## config.mk

```make
export PLATFORM = sky130hd
export DESIGN_NAME = objx_mailbox
export DESIGN_NICKNAME = d
export VERILOG_FILES = /design/src/rtl/objx_pkg.sv /design/src/rtl/objx_fifo.sv /design/src/rtl/objx_ctrl.sv /design/src/rtl/objx_mailbox.sv
export SDC_FILE = /design/constraint.sdc
export NUM_CORES = 1
export LEC_CHECK = 0
export BUFFER_PORTS_ARGS = -buffer_cell sky130_fd_sc_hd__buf_2
export CAP_MARGIN = 40
export CORE_MARGIN = 2
export CORE_UTILIZATION = 30
export CTS_BUF_LIST = sky130_fd_sc_hd__clkbuf_16
export DETAILED_ROUTE_END_ITERATION = 10
export SYNTH_ARGS = -nofsm -noshare
export SYNTH_HDL_FRONTEND = slang
export SYNTH_SLANG_ARGS = --single-unit
```

## constraint.sdc

```tcl
create_clock -name clk -period 4.5 [get_ports clk]
set_input_delay 0.225 -clock clk [delete_from_list [all_inputs] [get_ports clk]]
set_output_delay 0.225 -clock clk [all_outputs]
set_load 0.005 [all_outputs]
```

## src/rtl/objx_pkg.sv

```systemverilog
package objx_pkg;
  localparam int CFG_AW = 8;
  localparam int CFG_DW = 32;

  localparam logic [CFG_AW-1:0] OFS_CAPS = 8'h04;
  localparam logic [CFG_AW-1:0] OFS_CTRL = 8'h08;
  localparam logic [CFG_AW-1:0] OFS_STAT = 8'h0C;
  localparam logic [CFG_AW-1:0] OFS_WMB  = 8'h10;
  localparam logic [CFG_AW-1:0] OFS_RMB  = 8'h14;

  localparam int CTL_ABORT_BIT = 0;
  localparam int CTL_IEN_BIT   = 1;
  localparam int CTL_GO_BIT    = 31;

  localparam int STA_BUSY_BIT = 0;
  localparam int STA_INT_BIT  = 1;
  localparam int STA_ERR_BIT  = 2;
  localparam int STA_DOR_BIT  = 31;

  localparam int CAP_MSG_LSB = 1;
  localparam int CAP_MSG_W   = 11;

  typedef enum logic [1:0] {
    ST_IDLE = 2'd0,
    ST_SEND = 2'd1,
    ST_RECV = 2'd2
  } objx_state_e;
endpackage

```

## src/rtl/objx_fifo.sv

```systemverilog
module objx_fifo #(
  parameter  int WIDTH = 32,
  parameter  int DEPTH = 8,
  localparam int PTR_W = (DEPTH > 1) ? $clog2(DEPTH) : 1,
  localparam int CNT_W = $clog2(DEPTH + 1)
) (
  input  logic             clk,
  input  logic             rst_n,
  input  logic             clr,
  input  logic             push,
  input  logic [WIDTH-1:0] wdata,
  input  logic             pop,
  output logic [WIDTH-1:0] rdata,
  output logic [CNT_W-1:0] count,
  output logic             empty,
  output logic             full
);
  logic [WIDTH-1:0] mem [DEPTH];
  logic [PTR_W-1:0] wr_q, rd_q;
  logic             do_push, do_pop;

  assign do_push = push & ~full;
  assign do_pop  = pop & ~empty;
  assign empty   = (count == '0);
  assign full    = (count == CNT_W'(DEPTH));
  assign rdata   = mem[rd_q];

  function automatic logic [PTR_W-1:0] bump(input logic [PTR_W-1:0] p);
    return (p == PTR_W'(DEPTH - 1)) ? '0 : p + 1'b1;
  endfunction

  always_ff @(posedge clk or negedge rst_n) begin
    if (!rst_n) begin
      wr_q  <= '0;
      rd_q  <= '0;
      count <= '0;
    end else if (clr) begin
      wr_q  <= '0;
      rd_q  <= '0;
      count <= '0;
    end else begin
      if (do_push) wr_q <= bump(wr_q);
      if (do_pop)  rd_q <= bump(rd_q);
      count <= count + CNT_W'(do_push) - CNT_W'(do_pop);
    end
  end

  always_ff @(posedge clk) begin
    if (do_push && !clr) mem[wr_q] <= wdata;
  end

  AST_NO_OVERFLOW: assert property (@(posedge clk) disable iff (!rst_n)
    (push && !clr) |-> !full);
  AST_NO_UNDERFLOW: assert property (@(posedge clk) disable iff (!rst_n)
    (pop && !clr) |-> !empty);
  AST_COUNT_BOUND: assert property (@(posedge clk) disable iff (!rst_n)
    count <= CNT_W'(DEPTH));
endmodule

```

## src/rtl/objx_ctrl.sv

```systemverilog
module objx_ctrl
  import objx_pkg::*;
#(
  parameter int CNT_W   = 4,
  parameter int LEN_W   = 18,
  parameter bit INT_SUP = 1'b1
) (
  input  logic             clk,
  input  logic             rst_n,
  input  logic             ctl_wr,
  input  logic             ctl_abort,
  input  logic             ctl_go,
  input  logic             ctl_ien,
  input  logic             sts_w1c,
  input  logic [CNT_W-1:0] req_count,
  input  logic [LEN_W-1:0] req_len,
  input  logic             req_fire,
  input  logic             rsp_fire_last,
  input  logic             rsp_final_ack,
  output logic             busy,
  output logic             err,
  output logic             dor,
  output logic             int_sts,
  output logic             int_en,
  output logic             irq,
  output logic             sending,
  output logic             receiving,
  output logic             req_last,
  output logic             req_clr,
  output logic             rsp_clr,
  output logic             abort_now
);
  objx_state_e      state_q, state_d;
  logic [LEN_W-1:0] sent_q;
  logic             go_w, have_obj, go_ok, go_bad;
  logic             err_rise, dor_rise, evt, ien_d;

  assign abort_now = ctl_wr & ctl_abort;
  assign go_w      = ctl_wr & ctl_go & ~ctl_abort;
  assign have_obj  = (req_count >= CNT_W'(2)) && (req_len >= LEN_W'(2)) &&
                     ({{(LEN_W-CNT_W){1'b0}}, req_count} >= req_len);
  assign go_ok     = go_w & (state_q == ST_IDLE) & ~err & have_obj;
  assign go_bad    = go_w & (state_q == ST_IDLE) & ~go_ok;

  assign busy      = (state_q != ST_IDLE);
  assign sending   = (state_q == ST_SEND);
  assign receiving = (state_q == ST_RECV);
  assign req_last  = (sent_q == req_len - LEN_W'(1));
  assign req_clr   = abort_now | go_bad | (req_fire & req_last);
  assign rsp_clr   = abort_now;

  assign err_rise  = go_bad & ~err;
  assign dor_rise  = rsp_fire_last & ~dor & ~abort_now;
  assign evt       = abort_now | err_rise | dor_rise;

  generate
    if (INT_SUP) begin : g_int
      assign ien_d = ctl_wr ? ctl_ien : int_en;
    end else begin : g_noint
      logic unused_ien;
      assign unused_ien = ctl_ien;
      assign ien_d = 1'b0;
    end
  endgenerate

  always_comb begin
    state_d = state_q;
    unique case (state_q)
      ST_IDLE: if (go_ok) state_d = ST_SEND;
      ST_SEND: if (req_fire && req_last) state_d = ST_RECV;
      ST_RECV: if (rsp_fire_last) state_d = ST_IDLE;
      default: state_d = ST_IDLE;
    endcase
    if (abort_now) state_d = ST_IDLE;
  end

  always_ff @(posedge clk or negedge rst_n) begin
    if (!rst_n) begin
      state_q <= ST_IDLE;
      sent_q  <= '0;
      err     <= 1'b0;
      dor     <= 1'b0;
      int_sts <= 1'b0;
      int_en  <= 1'b0;
      irq     <= 1'b0;
    end else begin
      state_q <= state_d;
      if (abort_now || go_ok) sent_q <= '0;
      else if (req_fire)      sent_q <= sent_q + LEN_W'(1);
      if (abort_now)   err <= 1'b0;
      else if (go_bad) err <= 1'b1;
      if (abort_now)          dor <= 1'b0;
      else if (rsp_fire_last) dor <= 1'b1;
      else if (rsp_final_ack) dor <= 1'b0;
      if (evt)          int_sts <= 1'b1;
      else if (sts_w1c) int_sts <= 1'b0;
      int_en <= ien_d;
      irq    <= evt & ien_d;
    end
  end

  AST_ABORT_IDLES: assert property (@(posedge clk) disable iff (!rst_n)
    abort_now |=> (!busy && !err && !dor));
  AST_IRQ_GATED: assert property (@(posedge clk) disable iff (!rst_n)
    irq |-> (int_en && int_sts));
  AST_ERR_STICKY: assert property (@(posedge clk) disable iff (!rst_n)
    (err && !abort_now) |=> err);
  AST_LAST_ENDS_SEND: assert property (@(posedge clk) disable iff (!rst_n)
    (req_fire && req_last && !abort_now) |=> receiving);
  AST_DOR_SETS: assert property (@(posedge clk) disable iff (!rst_n)
    (rsp_fire_last && !abort_now) |=> (dor && !busy));
endmodule

```

## src/rtl/objx_mailbox.sv

```systemverilog
module objx_mailbox
  import objx_pkg::*;
#(
  parameter int REQ_DEPTH     = 8,
  parameter int RSP_DEPTH     = 8,
  parameter int LEN_W         = 18,
  parameter bit IRQ_SUPPORTED = 1'b1,
  parameter int IRQ_MSG_NUM   = 5
) (
  input  logic              clk,
  input  logic              rst_n,
  input  logic              cfg_wr,
  input  logic              cfg_rd,
  input  logic [CFG_AW-1:0] cfg_addr,
  input  logic [CFG_DW-1:0] cfg_wdata,
  output logic [CFG_DW-1:0] cfg_rdata,
  output logic              req_valid,
  input  logic              req_ready,
  output logic [CFG_DW-1:0] req_data,
  output logic              req_last,
  input  logic              rsp_valid,
  output logic              rsp_ready,
  input  logic [CFG_DW-1:0] rsp_data,
  input  logic              rsp_last,
  output logic              xchg_abort,
  output logic              irq_pulse
);
  localparam int REQ_CW = $clog2(REQ_DEPTH + 1);
  localparam int RSP_CW = $clog2(RSP_DEPTH + 1);

  logic              wr_ctrl, wr_stat, wr_wmb, wr_rmb;
  logic              busy, err, dor, int_sts, int_en, sending, receiving;
  logic              req_clr, rsp_clr, req_push, req_fire, rsp_fire, rsp_ack;
  logic              req_empty, req_full, rsp_empty, rsp_full;
  logic [REQ_CW-1:0] req_count;
  logic [RSP_CW-1:0] rsp_count;
  logic [CFG_DW-1:0] rsp_head, caps_word, ctrl_word, stat_word;
  logic [LEN_W-1:0]  len_q;

  assign wr_ctrl = cfg_wr && (cfg_addr == OFS_CTRL);
  assign wr_stat = cfg_wr && (cfg_addr == OFS_STAT);
  assign wr_wmb  = cfg_wr && (cfg_addr == OFS_WMB);
  assign wr_rmb  = cfg_wr && (cfg_addr == OFS_RMB);

  assign req_push  = wr_wmb & ~busy & ~req_full;
  assign req_valid = sending & ~req_empty;
  assign req_fire  = req_valid & req_ready;
  assign rsp_ready = receiving & ~rsp_full;
  assign rsp_fire  = rsp_valid & rsp_ready;
  assign rsp_ack   = wr_rmb & ~rsp_empty;

  always_ff @(posedge clk or negedge rst_n) begin
    if (!rst_n) len_q <= '0;
    else if (req_push && req_count == REQ_CW'(1)) len_q <= cfg_wdata[LEN_W-1:0];
  end

  objx_fifo #(.WIDTH(CFG_DW), .DEPTH(REQ_DEPTH)) u_req_fifo (
    .clk(clk), .rst_n(rst_n), .clr(req_clr), .push(req_push), .wdata(cfg_wdata),
    .pop(req_fire), .rdata(req_data), .count(req_count), .empty(req_empty), .full(req_full)
  );

  objx_fifo #(.WIDTH(CFG_DW), .DEPTH(RSP_DEPTH)) u_rsp_fifo (
    .clk(clk), .rst_n(rst_n), .clr(rsp_clr), .push(rsp_fire), .wdata(rsp_data),
    .pop(rsp_ack), .rdata(rsp_head), .count(rsp_count), .empty(rsp_empty), .full(rsp_full)
  );

  objx_ctrl #(.CNT_W(REQ_CW), .LEN_W(LEN_W), .INT_SUP(IRQ_SUPPORTED)) u_ctrl (
    .clk(clk), .rst_n(rst_n),
    .ctl_wr(wr_ctrl),
    .ctl_abort(cfg_wdata[CTL_ABORT_BIT]),
    .ctl_go(cfg_wdata[CTL_GO_BIT]),
    .ctl_ien(cfg_wdata[CTL_IEN_BIT]),
    .sts_w1c(wr_stat & cfg_wdata[STA_INT_BIT]),
    .req_count(req_count), .req_len(len_q), .req_fire(req_fire),
    .rsp_fire_last(rsp_fire & rsp_last),
    .rsp_final_ack(rsp_ack & (rsp_count == RSP_CW'(1))),
    .busy(busy), .err(err), .dor(dor), .int_sts(int_sts), .int_en(int_en),
    .irq(irq_pulse), .sending(sending), .receiving(receiving), .req_last(req_last),
    .req_clr(req_clr), .rsp_clr(rsp_clr), .abort_now(xchg_abort)
  );

  always_comb begin
    caps_word = '0;
    caps_word[0] = IRQ_SUPPORTED;
    caps_word[CAP_MSG_LSB +: CAP_MSG_W] = CAP_MSG_W'(IRQ_MSG_NUM);
    ctrl_word = '0;
    ctrl_word[CTL_IEN_BIT] = int_en;
    stat_word = '0;
    stat_word[STA_BUSY_BIT] = busy;
    stat_word[STA_INT_BIT]  = int_sts;
    stat_word[STA_ERR_BIT]  = err;
    stat_word[STA_DOR_BIT]  = dor;
  end

  always_comb begin
    cfg_rdata = '0;
    if (cfg_rd) begin
      unique case (cfg_addr)
        OFS_CAPS: cfg_rdata = caps_word;
        OFS_CTRL: cfg_rdata = ctrl_word;
        OFS_STAT: cfg_rdata = stat_word;
        OFS_RMB:  cfg_rdata = rsp_empty ? '0 : rsp_head;
        default:  cfg_rdata = '0;
      endcase
    end
  end

  AST_REQ_HOLD: assert property (@(posedge clk) disable iff (!rst_n)
    (req_valid && !req_ready && !xchg_abort) |=> (req_valid && $stable(req_data)));
  AST_BUSY_BLOCKS_PUSH: assert property (@(posedge clk) disable iff (!rst_n)
    (busy && !req_clr) |=> (req_count <= $past(req_count)));
  AST_RSP_ONLY_WAITING: assert property (@(posedge clk) disable iff (!rst_n)
    rsp_fire |-> busy);
endmodule

```

==> results.yml <==
sta:
  fmax_mhz: 272
  setup_viol: 0
  finalClockSkew_ns: 0.0235
  worst_pin_slew_ns: 0.839
  fin_crit_ns: 3.68
  period_share_pct: 81.8
  slew_headroom_pct: 44.1
  finalHoldViolations: 0
  rsz0062_at_grt: "no"
  setup_ws_ns: 0.819
  fin_tns_setup_ns: 0
  holdWs_ns: 0.0679
  drv_slew: 0
synth:
  ys_async_sr_fraction_pct: 11.0
  ys_seq_elements: 575
  synth-edff-count: 512
  synth_fp_nets: 1339
  synth_ff_type: "edfxtp_1"
  ys_types: 64
  seq_area_frac_synth_pct: 72.2
  ys.warnings.count: 0
  synth.avg_cell_area_um2: 19.1
  synthesis.area_mm2: 0.0235
  postSynthCellCount: 1231
critical_path:
  cp.arrival_ns: 3.46
  worst_path_largest_cell_delay_ns: 0.53
  r2r_slack_ns: 1.39
  worstPathRequired_ns: 4.28
  r2r_cells: 8
  critPathLaunchType: "flop"
  worstPathMaxFanout: 8
  worstSetupPathType: "reg2out"
  cp_cell_sequence: "inv_1 > ha_1 > nor3b_2 > nand3_1 > xnor2_1 > nor4_1 > o2111ai_1 > nor4_1 > buf_2"
  r2r_start: "u_ctrl.state_q[1]$_DFFE_PN0P_"
  path_buf_inv: 2
  cpLargestDelayFamily: "simple AND/OR/NAND/NOR gates"
  path_common_cell: "nor4_1"
  cp_slowest_cell: "nor4_1"
  r2r_end: "u_req_fifo.mem[3][20]$_DFFE_PP_"
  cp-end-kind: "output port"
drt:
  drtIter0Drc: 757
  dr.pass1.iters: 4
  wl_per_cell_um: 20.0
  vias: 12129
  post-route-drc-count: 0
  drtAntennaViolNets: 0
  via_per_inst: 4.72
  routed_wl_um: 51500
finish:
  drive_above_1_share_pct: 31.5
  fillers: 7170
  nNetsFinal: 1590
  area_delta_synth_final_pct: 20.3
  stdcell_area_mm2: 0.0283
  layout_commonest_cell: "edfxtp_1"
  layout_common_cells: "512 x edfxtp_1, 147 x buf_2, 128 x mux4_2, 68 x nor2_1, 67 x dlygate4sd3_1"
global_route:
  grt_pass1_wl_um: 78900
  antenna_found_initial: 6
  grt_max_degree: 64
  grt-ovfl-total: 0
  grt_pass1_vias: 12963
  track_usage_pct: 12.7
clock_network:
  clock_latency_ns: 0.60
  htree_levels: 2
  clk_pin_slew_ns: 0.06
  cts.path.max_buffers: 3
  cts_resized: 0
  cts_setup_buffers: 0
  root_buffer: "clkbuf_16"
  clock_sinks: 575
  cts_tree: "built"
  cts_buffers: 59
pwr:
  cellPowerDensity_mw_per_mm2: 406
  max-vdd-ir-drop_mv: 0.323
  leakagePower_nw: 9.62
placement:
  dp_slack_ns: 1.26
  dp_hpwl_um: 30800
  place_area_mm2: 0.0257
  gp_congestion: 0.793
  io_buffers: 147
worst_hold_path:
  whs_path_depth: 4
  hold_class: "in2reg"
  holdPathEnd: "u_rsp_fifo.wr_q[2]$_DFFE_PN0P_"
  min_from: "rsp_valid"
run_status:
  status: "completed"
floorplan:
  coreArea_mm2: 0.0775
  start_util_pct: 30.3
  ios: 148
  die_x_um: 284
  die_area_mm2: 0.0806
  num_rows: 102
  die_h_um: 284
run:
  maxCapViolCount: 0
## worst min-delay path, cell delays in order
cell and delay, ns:
buf_2 0.09, nand2_1 0.13, nand2_1 0.10, a21oi_1 0.06
## synth_stat cells (4+ instances only)
cell type,number,share of area (%)
a21oi_1,23,0.49
and3_1,4,0.11
buf_1,13,0.21
buf_2,13,0.28
clkbuf_1,25,0.40
dfrtp_1,63,6.7
edfxtp_1,512,65
ha_1,27,1.4
inv_1,24,0.38
mux2_2,58,2.8
mux2i_1,30,1.3
mux4_2,128,12
nand2_1,42,0.67
nand2b_1,8,0.21
nand3_1,28,0.60
nand3b_1,5,0.16
nand4_1,7,0.19
nor2_1,75,1.2
nor2b_1,9,0.24
nor3_1,17,0.36
nor4_1,7,0.19
o21ai_0,5,0.11
or3_1,4,0.11
xnor2_1,14,0.52
xor2_1,25,0.93
## registers in the layout, summed over array words and instances (netlist names), 4 cells and up
signal / count
u_rsp_fifo.mem: 256
len_q: 18
u_req_fifo.count: 4
u_req_fifo.mem: 256
u_rsp_fifo.count: 4
u_ctrl.sent_q: 18
## worst max-delay path by stage
stage / start / endpoint / slack (ns) / depth (start not counted)
after detailed placement: cfg_addr[7] / u_req_fifo.mem[3][20]$_DFFE_PP_ / 1.26 / 9
final: len_q[0]$_DFFE_PN0P_ / req_last / 0.82 / 9
after global routing: len_q[0]$_DFFE_PN0P_ / req_last / 0.38 / 9
after CTS: len_q[0]$_DFFE_PN0P_ / req_last / 0.58 / 9
after floorplan: u_ctrl.state_q[1]$_DFFE_PN0P_ / u_req_fifo.mem[3][0]$_DFFE_PP_ / 0.34 / 7
after global placement: len_q[0]$_DFFE_PN0P_ / req_last / 1.22 / 9
## power by group
group	switching (W)	internal [W]	leakage, nW	total, W
clock	0.00196	0.00273	0.967	0.00469
sequential	0.0000885	0.00596	5.43	0.00605
combinational	0.000401	0.000328	3.22	0.000729
## final cells by class
| type | count | area, µm² | area share [%] |
|---|---|---|---|
| antenna | 2 | 5.00 | 0.0177 |
| clock buffer | 61 | 1530 | 5.40 |
| clock inverter | 46 | 354 | 1.25 |
| inverter | 24 | 90.1 | 0.319 |
| multi-input combinational | 579 | 6350 | 22.5 |
| sequential | 575 | 17000 | 60.0 |
| tap | 1040 | 1300 | 4.60 |
| timing repair buffer | 243 | 1670 | 5.91 |
## metal layers
layer / track usage, % / share of wire [%] / up-vias
met3: 2.84 / 5.7 / 64
li1: - / - / 5448
met2: 21.4 / 49 / 302
met1: 16.7 / 44 / 6309
met4: 2.95 / 1.6 / 6
met5: 0 / 0.068 / -
## per-stage QoR
step	std cells	utilization [%]	total power, W
2_1_floorplan	1231	-	0.00657
3_3_place_gp	2391	33.1	0.00681
3_5_place_dp	2394	33.2	0.00685
4_1_cts	2568	36.5	0.0116
5_1_grt	2570	36.5	0.0119
6_report	2570	36.5	0.0115
## logic make-up (layout without fill, tap and decap cells)
family / count (synthesis) / count (layout) / synth area share, %
other: 0 / 2 / 0
AOI/OAI and AO/OA: 63 / 63 / 1.94
buffers and inverters: 77 / 374 / 1.34
xor gates and xnor gates: 39 / 39 / 1.45
muxes: 216 / 216 / 16.3
adders and majority gates: 29 / 29 / 1.61
DFF: 575 / 575 / 72.2
and+or+nand+nor: 232 / 232 / 5.16
## timing repair
item	4_1_cts	5_1_grt
endpoints found under the hold margin	596	0
setup endpoints to repair	0	0
hold buffers	67	0
(Power assumes the default switching activity.)
